[src/rtl/tg_pkg.sv]
package tg_pkg;
  localparam logic [11:0] OFS_EN    = 12'h000;
  localparam logic [11:0] OFS_CTL   = 12'h004;
  localparam logic [11:0] OFS_IPOM  = 12'h008;
  localparam logic [11:0] OFS_FILT  = 12'h00C;
  localparam logic [11:0] OFS_IE    = 12'h02C;
  localparam logic [11:0] OFS_STAT  = 12'h030;
  localparam logic [11:0] OFS_MSTAT = 12'h034;
  localparam logic [11:0] OFS_CLR   = 12'h03C;
  localparam logic [11:0] OFS_BKP   = 12'h100;

  localparam int ERASE_BIT = 23;
  localparam int BLOCK_BIT = 22;

  typedef enum logic [3:0] {
    SEL_NONE, SEL_EN, SEL_CTL, SEL_IPOM, SEL_FILT,
    SEL_IE, SEL_STAT, SEL_MSTAT, SEL_CLR
  } csr_sel_e;

  // bit position of source s inside a source-indexed register word
  function automatic int src_pos(input int s, input int n_ext, input int int_lsb);
    return (s < n_ext) ? s : int_lsb + s - n_ext;
  endfunction
endpackage

[src/rtl/tg_regfile.sv]
module tg_regfile import tg_pkg::*; #(
  parameter int N_EXT    = 5,
  parameter int N_INT    = 4,
  parameter int N_MSK    = 3,
  parameter int NS       = N_EXT + N_INT,
  parameter int INT_LSB  = 18,
  parameter int IPOM_LSB = 2,
  parameter int POL_LSB  = 24,
  parameter int MSK_LSB  = 16,
  parameter int FILT_W   = 8,
  parameter int AW       = 12,
  parameter int DW       = 32
) (
  input  logic          clk,
  input  logic          rst,
  input  logic          bus_wr,
  input  logic          wr_allow,
  input  logic [AW-1:0] bus_addr,
  input  logic [DW-1:0] bus_wdata,
  input  logic [NS-1:0] flags,
  output logic [NS-1:0] src_en,
  output logic [NS-1:0] pot_mode,
  output logic [NS-1:0] irq_en,
  output logic [NS-1:0] mask_src,
  output logic          sw_block,
  output logic          erase_req,
  output logic [NS-1:0] clr_req,
  output logic [DW-1:0] csr_rdata
);
  csr_sel_e sel;
  logic wr_ok;
  logic [NS-1:0] wd_src;
  logic [NS-1:0] en_q, pom_q, ie_q;
  logic [N_MSK-1:0] msk_q;
  logic [N_EXT-1:0] pol_q;
  logic blk_q, erase_q;
  logic [FILT_W-1:0] filt_q;
  logic unused_wdata;

  assign unused_wdata = ^bus_wdata;
  assign wr_ok = bus_wr & wr_allow;

  always_comb begin
    case (bus_addr)
      AW'(OFS_EN):    sel = SEL_EN;
      AW'(OFS_CTL):   sel = SEL_CTL;
      AW'(OFS_IPOM):  sel = SEL_IPOM;
      AW'(OFS_FILT):  sel = SEL_FILT;
      AW'(OFS_IE):    sel = SEL_IE;
      AW'(OFS_STAT):  sel = SEL_STAT;
      AW'(OFS_MSTAT): sel = SEL_MSTAT;
      AW'(OFS_CLR):   sel = SEL_CLR;
      default:        sel = SEL_NONE;
    endcase
  end

  always_comb begin
    for (int s = 0; s < NS; s++) begin
      wd_src[s]  = bus_wdata[src_pos(s, N_EXT, INT_LSB)];
      clr_req[s] = wr_ok && (sel == SEL_CLR) && bus_wdata[src_pos(s, N_EXT, INT_LSB)];
    end
  end

  always_ff @(posedge clk) begin
    if (rst) begin
      en_q    <= '0;
      pom_q   <= '0;
      ie_q    <= '0;
      msk_q   <= '0;
      pol_q   <= '0;
      blk_q   <= 1'b0;
      filt_q  <= '0;
      erase_q <= 1'b0;
    end else begin
      erase_q <= wr_ok && (sel == SEL_CTL) && bus_wdata[ERASE_BIT];
      if (wr_ok) begin
        case (sel)
          SEL_EN:   en_q <= wd_src;
          SEL_CTL: begin
            pom_q[N_EXT-1:0] <= bus_wdata[N_EXT-1:0];
            blk_q <= bus_wdata[BLOCK_BIT];
            msk_q <= bus_wdata[MSK_LSB +: N_MSK];
            pol_q <= bus_wdata[POL_LSB +: N_EXT];
          end
          SEL_IPOM: pom_q[NS-1:N_EXT] <= bus_wdata[IPOM_LSB +: N_INT];
          SEL_FILT: filt_q <= bus_wdata[FILT_W-1:0];
          SEL_IE:   ie_q <= wd_src;
          default:  ;
        endcase
      end
    end
  end

  generate
    for (genvar s = 0; s < NS; s++) begin : g_mask
      if (s < N_MSK) begin : g_has
        assign mask_src[s] = msk_q[s];
      end else begin : g_none
        assign mask_src[s] = 1'b0;
      end
    end
  endgenerate

  always_comb begin
    csr_rdata = '0;
    case (sel)
      SEL_EN:
        for (int s = 0; s < NS; s++) csr_rdata[src_pos(s, N_EXT, INT_LSB)] = en_q[s];
      SEL_CTL: begin
        csr_rdata[N_EXT-1:0]         = pom_q[N_EXT-1:0];
        csr_rdata[MSK_LSB +: N_MSK]  = msk_q;
        csr_rdata[BLOCK_BIT]         = blk_q;
        csr_rdata[POL_LSB +: N_EXT]  = pol_q;
      end
      SEL_IPOM: csr_rdata[IPOM_LSB +: N_INT] = pom_q[NS-1:N_EXT];
      SEL_FILT: csr_rdata[FILT_W-1:0] = filt_q;
      SEL_IE:
        for (int s = 0; s < NS; s++) csr_rdata[src_pos(s, N_EXT, INT_LSB)] = ie_q[s];
      SEL_STAT:
        for (int s = 0; s < NS; s++) csr_rdata[src_pos(s, N_EXT, INT_LSB)] = flags[s];
      SEL_MSTAT:
        for (int s = 0; s < NS; s++) csr_rdata[src_pos(s, N_EXT, INT_LSB)] = flags[s] & ie_q[s];
      default: ;
    endcase
  end

  assign src_en    = en_q;
  assign pot_mode  = pom_q;
  assign irq_en    = ie_q;
  assign sw_block  = blk_q;
  assign erase_req = erase_q;

  // an erase request only follows a permitted bus write
  p_erase_from_write_r4: assert property (@(posedge clk) disable iff (rst)
    erase_req |-> $past(bus_wr && wr_allow));
  // configuration is frozen without a permitted write
  p_write_gate_r11: assert property (@(posedge clk) disable iff (rst)
    !(bus_wr && wr_allow) |=> $stable({en_q, pom_q, ie_q, msk_q, pol_q, blk_q, filt_q}));
endmodule

[src/rtl/tg_flag_bank.sv]
module tg_flag_bank #(
  parameter int N_EXT = 5,
  parameter int NS    = 9
) (
  input  logic             clk,
  input  logic             rst,
  input  logic [NS-1:0]    evt,
  input  logic [NS-1:0]    src_en,
  input  logic [NS-1:0]    mask_src,
  input  logic [NS-1:0]    clr_req,
  output logic [NS-1:0]    flags,
  output logic [N_EXT-1:0] trig,
  output logic             evt_pulse
);
  logic [NS-1:0] flag_q, accept, set_f;
  logic [N_EXT-1:0] trig_q;
  logic evt_q;

  // an event is taken only on an enabled source whose flag is clear
  assign accept = evt & src_en & ~flag_q;
  assign set_f  = accept & ~mask_src;

  always_ff @(posedge clk) begin
    if (rst) begin
      flag_q <= '0;
      trig_q <= '0;
      evt_q  <= 1'b0;
    end else begin
      flag_q <= ((flag_q & ~clr_req) | set_f) & ~mask_src;
      trig_q <= accept[N_EXT-1:0];
      evt_q  <= |set_f;
    end
  end

  assign flags     = flag_q;
  assign trig      = trig_q;
  assign evt_pulse = evt_q;

  generate
    for (genvar s = 0; s < NS; s++) begin : g_chk
      // a flag holds until cleared
      p_flag_sticky_r6: assert property (@(posedge clk) disable iff (rst)
        (flag_q[s] && !clr_req[s] && !mask_src[s]) |=> flag_q[s]);
      // a masked source never keeps a flag
      p_mask_clears_r7: assert property (@(posedge clk) disable iff (rst)
        mask_src[s] |=> !flag_q[s]);
    end
  endgenerate

  // the event pulse coincides with a newly raised flag
  p_evt_on_new_flag_r10: assert property (@(posedge clk) disable iff (rst)
    evt_q |-> (|(flag_q & ~$past(flag_q))));
endmodule

[src/rtl/tg_backup_store.sv]
module tg_backup_store import tg_pkg::*; #(
  parameter int N_BKP = 9,
  parameter int DW    = 32,
  parameter int AW    = 12,
  parameter int IW    = $clog2(N_BKP)
) (
  input  logic          clk,
  input  logic          rst,
  input  logic          bus_wr,
  input  logic          wr_allow,
  input  logic [AW-1:0] bus_addr,
  input  logic [DW-1:0] bus_wdata,
  input  logic          access_ok,
  input  logic          wipe,
  output logic          hit,
  output logic [DW-1:0] rdata
);
  logic [N_BKP-1:0][DW-1:0] mem;
  logic [AW-1:0] off;
  logic [IW-1:0] idx;
  logic any_nz;

  assign off = bus_addr - AW'(OFS_BKP);
  assign hit = (bus_addr >= AW'(OFS_BKP)) && (off < AW'(4 * N_BKP)) && (off[1:0] == 2'b00);
  assign idx = off[IW+1:2];

  always_ff @(posedge clk) begin
    if (rst || wipe) mem <= '0;
    else if (bus_wr && wr_allow && hit && access_ok) mem[idx] <= bus_wdata;
  end

  assign rdata = (hit && access_ok) ? mem[idx] : '0;

  always_comb begin
    any_nz = 1'b0;
    for (int i = 0; i < N_BKP; i++) any_nz = any_nz | (|mem[i]);
  end

  // a wipe leaves every word at zero
  p_wipe_zero_r5: assert property (@(posedge clk) disable iff (rst)
    wipe |=> !any_nz);
  // no word changes while access is blocked
  p_blocked_stable_r3: assert property (@(posedge clk) disable iff (rst)
    (!access_ok && !wipe) |=> $stable(mem));
endmodule

[src/rtl/tamper_guard.sv]
module tamper_guard import tg_pkg::*; #(
  parameter int N_EXT = 5,
  parameter int N_INT = 4,
  parameter int N_MSK = 3,
  parameter int N_BKP = 9,
  parameter int AW    = 12,
  parameter int DW    = 32
) (
  input  logic             clk,
  input  logic             rst,
  input  logic [N_EXT-1:0] ext_evt,
  input  logic [N_INT-1:0] int_evt,
  input  logic             wr_allow,
  input  logic             bus_wr,
  input  logic             bus_rd,
  input  logic [AW-1:0]    bus_addr,
  input  logic [DW-1:0]    bus_wdata,
  output logic [DW-1:0]    bus_rdata,
  output logic [N_EXT-1:0] trig_o,
  output logic             evt_o,
  output logic             potential_o,
  output logic             confirmed_o,
  output logic             irq_o
);
  localparam int NS = N_EXT + N_INT;

  logic [NS-1:0] flags, src_en, pot_mode, irq_en, mask_src, clr_req;
  logic sw_block, erase_req, bkp_hit;
  logic [DW-1:0] csr_rdata, bkp_rdata, rdata_q;
  logic conf_level, pot_level, access_ok, wipe;
  logic conf_q, pot_q, irq_q;

  tg_regfile #(
    .N_EXT(N_EXT), .N_INT(N_INT), .N_MSK(N_MSK), .NS(NS), .AW(AW), .DW(DW)
  ) regs_i (
    .clk(clk), .rst(rst), .bus_wr(bus_wr), .wr_allow(wr_allow),
    .bus_addr(bus_addr), .bus_wdata(bus_wdata), .flags(flags),
    .src_en(src_en), .pot_mode(pot_mode), .irq_en(irq_en), .mask_src(mask_src),
    .sw_block(sw_block), .erase_req(erase_req), .clr_req(clr_req),
    .csr_rdata(csr_rdata)
  );

  tg_flag_bank #(.N_EXT(N_EXT), .NS(NS)) flags_i (
    .clk(clk), .rst(rst), .evt({int_evt, ext_evt}), .src_en(src_en),
    .mask_src(mask_src), .clr_req(clr_req), .flags(flags),
    .trig(trig_o), .evt_pulse(evt_o)
  );

  assign conf_level = |(flags & ~pot_mode);
  assign pot_level  = (|(flags & pot_mode)) | sw_block;
  assign access_ok  = !sw_block && !(|flags);
  assign wipe       = conf_level | erase_req;

  tg_backup_store #(.N_BKP(N_BKP), .DW(DW), .AW(AW)) bkp_i (
    .clk(clk), .rst(rst), .bus_wr(bus_wr), .wr_allow(wr_allow),
    .bus_addr(bus_addr), .bus_wdata(bus_wdata), .access_ok(access_ok),
    .wipe(wipe), .hit(bkp_hit), .rdata(bkp_rdata)
  );

  always_ff @(posedge clk) begin
    if (rst) begin
      conf_q  <= 1'b0;
      pot_q   <= 1'b0;
      irq_q   <= 1'b0;
      rdata_q <= '0;
    end else begin
      conf_q <= wipe;
      pot_q  <= pot_level;
      irq_q  <= |(flags & irq_en);
      if (bus_rd) rdata_q <= bkp_hit ? bkp_rdata : csr_rdata;
    end
  end

  assign confirmed_o = conf_q;
  assign potential_o = pot_q;
  assign irq_o       = irq_q;
  assign bus_rdata   = rdata_q;

  // a confirmed-handling flag raises the erase output next edge
  p_confirmed_follows_r1: assert property (@(posedge clk) disable iff (rst)
    (|(flags & ~pot_mode)) |=> confirmed_o);
  // an enabled flag raises the interrupt next edge
  p_irq_follows_r8: assert property (@(posedge clk) disable iff (rst)
    (|(flags & irq_en)) |=> irq_o);
  // a potential-handling flag alone never erases
  p_potential_no_erase_r2: assert property (@(posedge clk) disable iff (rst)
    ((|(flags & pot_mode)) && !(|(flags & ~pot_mode)) && !erase_req) |=> !confirmed_o);
endmodule

[config.mk]
export PLATFORM = sky130hd
export DESIGN_NAME = tamper_guard
export DESIGN_NICKNAME = d
export VERILOG_FILES = /design/src/rtl/tg_pkg.sv /design/src/rtl/tg_regfile.sv /design/src/rtl/tg_flag_bank.sv /design/src/rtl/tg_backup_store.sv /design/src/rtl/tamper_guard.sv
export SDC_FILE = /design/constraint.sdc
export NUM_CORES = 1
export LEC_CHECK = 0
export ABC_CLOCK_PERIOD_IN_PS = 5600
export BUFFER_PORTS_ARGS = -buffer_cell sky130_fd_sc_hd__clkbuf_2
export CORE_MARGIN = 3
export CORE_UTILIZATION = 55
export DETAILED_ROUTE_END_ITERATION = 10
export GPL_ROUTABILITY_DRIVEN = 0
export PLACE_DENSITY_LB_ADDON = 0.3
export SLEW_MARGIN = 0
export SYNTH_ARGS = -nofsm -noshare
export SYNTH_HDL_FRONTEND = slang
export SYNTH_HIERARCHICAL = 1
export SYNTH_SLANG_ARGS = --single-unit
[constraint.sdc]
create_clock -name clk -period 5.6 [get_ports clk]
set_input_delay 0.28 -clock clk [delete_from_list [all_inputs] [get_ports clk]]
set_output_delay 0.28 -clock clk [all_outputs]
set_load 0.02 [all_outputs]
==> results.md <==
Run status:
- The flow ran to the end, and the final reports show no timing, DRC or antenna violations.

Final layout:
- Of the cells placed in the final design, the portion with a size suffix greater than 1 is 0.175.
- The post-layout net count is 1767.
- At the end of the flow the core is filled with cells to 0.626.
- The register area is 7670 um^2.
- The multi-input combinational cell area is 9210 um^2.
- After routing the design area is 19400 um^2.
- Relative to the synthesized area, the layout overhead comes to 10.9%.
- The filler cell count in the final layout is 2438.
- The antenna cell count is 0.

Logic synthesis:
- The proportion of synthesized flip-flops having asynchronous set or reset is 0.
- The compound-gate portion of the synthesized area is 0.0539.
- Of the total synthesized cell area, the portion taken by full adders, half adders and majority gates is 0.
- The number of enable flip-flop cells after synthesis is 0.
- For this run, the register share of the synthesized area comes to 0.438.
- After synthesis, the cell types taking the most area are sky130_fd_sc_hd__dfxtp_1 44%, sky130_fd_sc_hd__mux2i_1 21%, sky130_fd_sc_hd__mux4_2 8.0%.
- For this run, the leading register cell type out of synthesis is sky130_fd_sc_hd__dfxtp_1.
- Of the total synthesized cell area, the portion taken by AND, OR, NAND and NOR gates is 0.155.
- The total of warnings raised by yosys is 6.
- In this run the cell area of the synthesized design comes to 17500 um^2.
- After synthesis, the mean cell area works out to 10.4 um^2.
- The cell with the most instances after synthesis is sky130_fd_sc_hd__dfxtp_1.
- By count the netlist is led by 383 x sky130_fd_sc_hd__dfxtp_1, 369 x sky130_fd_sc_hd__mux2i_1, 333 x sky130_fd_sc_hd__nand2_1.
- The post-synthesis cell count is 1676.
- The portion of synthesized area spent on multiplexers is 0.311.
- By area, the combinational part of the netlist is dominated by multiplexers.
- The area share of the leading cell type in the synthesized netlist is 0.438.
- The cell type with the largest total area after synthesis is sky130_fd_sc_hd__dfxtp_1.
- The number of storage elements in the synthesis netlist is 383.
- The distinct cell type count of the synthesized netlist is 56.
- Of the total synthesized cell area, the portion taken by XOR and XNOR cells is 0.

Place:
- Port buffering added 98 buffers.
- The total cell area at the placement stage is 18100 um^2.
- Detailed placement finished with a half-perimeter wire length of 27900 um.

GRT:
- The wire length of the first global-routing pass is 70100 um.
- The initial antenna violation count is 0.
- The number of global-route vias before repair is 12600.
- The global-route usage over all layers is 0.257.
- The largest net degree at the start of global routing is 191.
- The global-route congestion overflow total is 0.

Pwr:
- The sequential group share of total power is 0.483.
- The static leakage is 8.77 nW.
- The clock share of power is 0.467.
- The share of total power dissipated in combinational logic is 0.049.
- The switching power is 1.29 mW.
- The design draws 5.68 mW.
- The switching share of power is 0.227.
- The power per standard cell area is 293 nW/um^2.
- The internal power is 4.39 mW.
- The highest ir drop seen on vdd is 0.000183 V.

Clocking:
- Clock-pin slew was measured on the worst setup and hold paths at 60 ps.
- In this run, CTS created clock tree buffers numbering 39.
- The clock root buffer is sky130_fd_sc_hd__clkbuf_16.
- The number of gates resized after CTS was 0.
- TritonCTS built the clock tree.
- The clock net in this run drives a total of 383 sinks.
- In this run the post-CTS setup repair buffer count came out at 0.
- The H-tree depth reported by CTS is 2.
- After clock tree synthesis, the flow added hold-fix buffers numbering 0.
- The clock reaches the later pin of the worst-skew pair after 530 ps.
- The buffer levels on the longest clock path is 3.

Routing:
- Once detail routing completed, the nets flagged for antenna violations numbered 0.
- The DRC marker count from the first detailed-route iteration is 1080.
- In the routed design, unresolved DRC markers number 0.
- The routed wire length is 44000 um.
- In the final routed layout, each cell accounts on average for 20.6 um.
- The average via count per standard cell is 5.90.
- Detailed routing inserted a total of 12600 vias.
- The pre-antenna-repair detailed-routing pass consisted of 5 iterations.

Floorplanning:
- The floorplan step set the die width to 184 um.
- The area of the die is 34000 um^2.
- The floorplan has 64 rows.
- The top-level port count is 99.
- The initial standard-cell utilization of the core is 0.565.
- After floorplanning, the core was sized to cover 31000 um^2.
- The height of the chip is 184 um.

Timing:
- Hold timing on the final database bottoms out at a slack of 27.3 ps.
- In the finished design, the share of the clock period the worst path needs comes to 0.659.
- Headroom to the max-slew limit came out at 0.203.
- Timing would allow up to 271 MHz.
- The setup TNS is 0 ps.
- The clock period could shrink to 3690 ps.
- The actual slew at the worst max-slew pin is 1190 ps.
- The final-report max-slew violation count came to 0.
- Clock skew on the completed layout was measured at 18.2 ps.
- Setup repair after global routing left no endpoint under its margin.
- Setup violations remaining at the end of the flow were counted as 0.
- The count of endpoints failing hold in the final timing report is 0.

Setup path:
- Broken down by cell family, the worst path's largest delay share belongs to simple AND/OR/NAND/NOR gates.
- The kind of critical path is register to register.
- The slowest library cell on the worst path is sky130_fd_sc_hd__nand2_2.
- The required arrival time at the worst endpoint is 6040 ps.
- Walking the worst path, the cells encountered are or4_1 > nor4_2 > nand3b_1 > nor4_1 > nand2_2 > mux2i_1.
- In this design, the stage delay of the slowest critical-path cell is 920 ps.
- STA classifies the critical path endpoint as a register.
- Data arrives at the worst endpoint at 4130 ps.
- Of all nets on the critical path, the largest fanout is 32.
- The number of buffers and inverters on the critical path is 0.
- STA classifies the critical path startpoint as a register.

Min path:
- The class of the tightest hold or removal check is input pin to register.

Flow run:
- Across the run, the number of max-cap violations was 0.
-- worst register-to-register path, cell delays in order, from the launching register on --
cell and delay [ps]:
sky130_fd_sc_hd__dfxtp_1 390, sky130_fd_sc_hd__or4_1 540, sky130_fd_sc_hd__nor4_2 440, sky130_fd_sc_hd__nand3b_1 140, sky130_fd_sc_hd__nor4_1 750, sky130_fd_sc_hd__nand2_2 920, sky130_fd_sc_hd__mux2i_1 420
-- state kept, by name (all words and copies together), names as in the netlist --
name               cells
regs_i/pot_mode        9
irq_o                  1
regs_i/irq_en          9
potential_o            1
regs_i/pol_q           5
bkp_i/mem            288
flags_i/flags          9
regs_i/msk_q           3
regs_i/src_en          9
bus_rdata             32
flags_i/trig           5
regs_i/erase_req       1
flags_i/evt_pulse      1
regs_i/filt_q          8
confirmed_o            1
regs_i/sw_block        1
-- path summary, 6_finish.rpt --
check | startpoint | endpoint | slack (ps) | cells after the start
min reg2reg | bkp_i/mem[116] | bkp_i/mem[116] | 460 | 2
max | flags_i/flags[5] | bkp_i/mem[229] | 1910 | 6
min | bus_wdata[28] | regs_i/pol_q[4] | 30 | 3
max reg2reg | flags_i/flags[5] | bkp_i/mem[229] | 1910 | 6
-- final cells by class --
cell class,count,area share
Inverter,6,0.00116
Sequential cell,383,0.395
Timing Repair Buffer,121,0.0357
Clock buffer,57,0.0590
Multi-Input combinational cell,1158,0.475
Clock inverter,15,0.00864
Tap cell,396,0.0255
-- power by group through the flow --
stage                     clock (mW)  combinational, mW  sequential [mW]
after detailed placement           0              0.278             2.81
after global routing            2.79              0.303             2.74
final                           2.65              0.281             2.75
after CTS                       2.68              0.279             2.74
after floorplan                    0              0.176             2.82
after global placement             0              0.277             2.81
-- stage by stage --
step	setup WS (ps)	std cells
after floorplan	2870	1693
after detailed placement	1990	2064
final	1910	2136
after CTS	1930	2136
after global routing	1700	2136
after global placement	2070	2064
-- metal layers --
layer  track usage  wire length (um)  vias up
met5             0                 0        -
met4        0.0741              1080        0
li1              -                 -     5957
met2         0.417             20400      342
met1         0.359             20100     6216
met3        0.0399              2410       81
-- cells in the final DEF, fill, tap and decap left out, types with 3 or more instances in the layout --
master	Yosys	final
sky130_fd_sc_hd__mux2_2	31	31
sky130_fd_sc_hd__nor3_1	7	7
sky130_fd_sc_hd__and4b_1	4	4
sky130_fd_sc_hd__nand3b_1	5	5
sky130_fd_sc_hd__nand2b_1	79	78
sky130_fd_sc_hd__clkbuf_1	79	9
sky130_fd_sc_hd__nand4_1	6	6
sky130_fd_sc_hd__a31oi_1	9	9
sky130_fd_sc_hd__and3_1	7	7
sky130_fd_sc_hd__mux2i_1	369	369
sky130_fd_sc_hd__nor2_1	44	41
sky130_fd_sc_hd__nand2_1	333	329
sky130_fd_sc_hd__clkbuf_8	0	8
sky130_fd_sc_hd__a22oi_1	9	9
sky130_fd_sc_hd__buf_4	18	23
sky130_fd_sc_hd__nor4_2	4	5
sky130_fd_sc_hd__a32oi_1	5	5
sky130_fd_sc_hd__or4_4	3	3
sky130_fd_sc_hd__clkbuf_16	0	40
sky130_fd_sc_hd__o21ai_0	8	8
sky130_fd_sc_hd__conb_1	1	18
sky130_fd_sc_hd__inv_1	6	6
sky130_fd_sc_hd__a22o_1	34	34
sky130_fd_sc_hd__nor3b_1	9	8
sky130_fd_sc_hd__or4_1	5	5
sky130_fd_sc_hd__mux4_2	62	62
sky130_fd_sc_hd__a21oi_1	9	9
sky130_fd_sc_hd__a221oi_1	3	3
sky130_fd_sc_hd__nand2_2	0	4
sky130_fd_sc_hd__nor2b_1	7	7
sky130_fd_sc_hd__and2_1	18	18
sky130_fd_sc_hd__dfxtp_1	383	383
sky130_fd_sc_hd__a211oi_1	37	37
sky130_fd_sc_hd__bufinv_16	0	3
sky130_fd_sc_hd__nor4_1	4	3
sky130_fd_sc_hd__clkbuf_2	0	95
sky130_fd_sc_hd__nor4bb_4	3	3
sky130_fd_sc_hd__clkinv_2	0	9
-- logic make-up after synthesis --
group	Yosys count
other	1
and+or+nand+nor	555
DFF	383
buffers and inverters	152
muxes	462
AOI/OAI and AO/OA	123
Note: power is estimated with default switching activity, not from simulation.
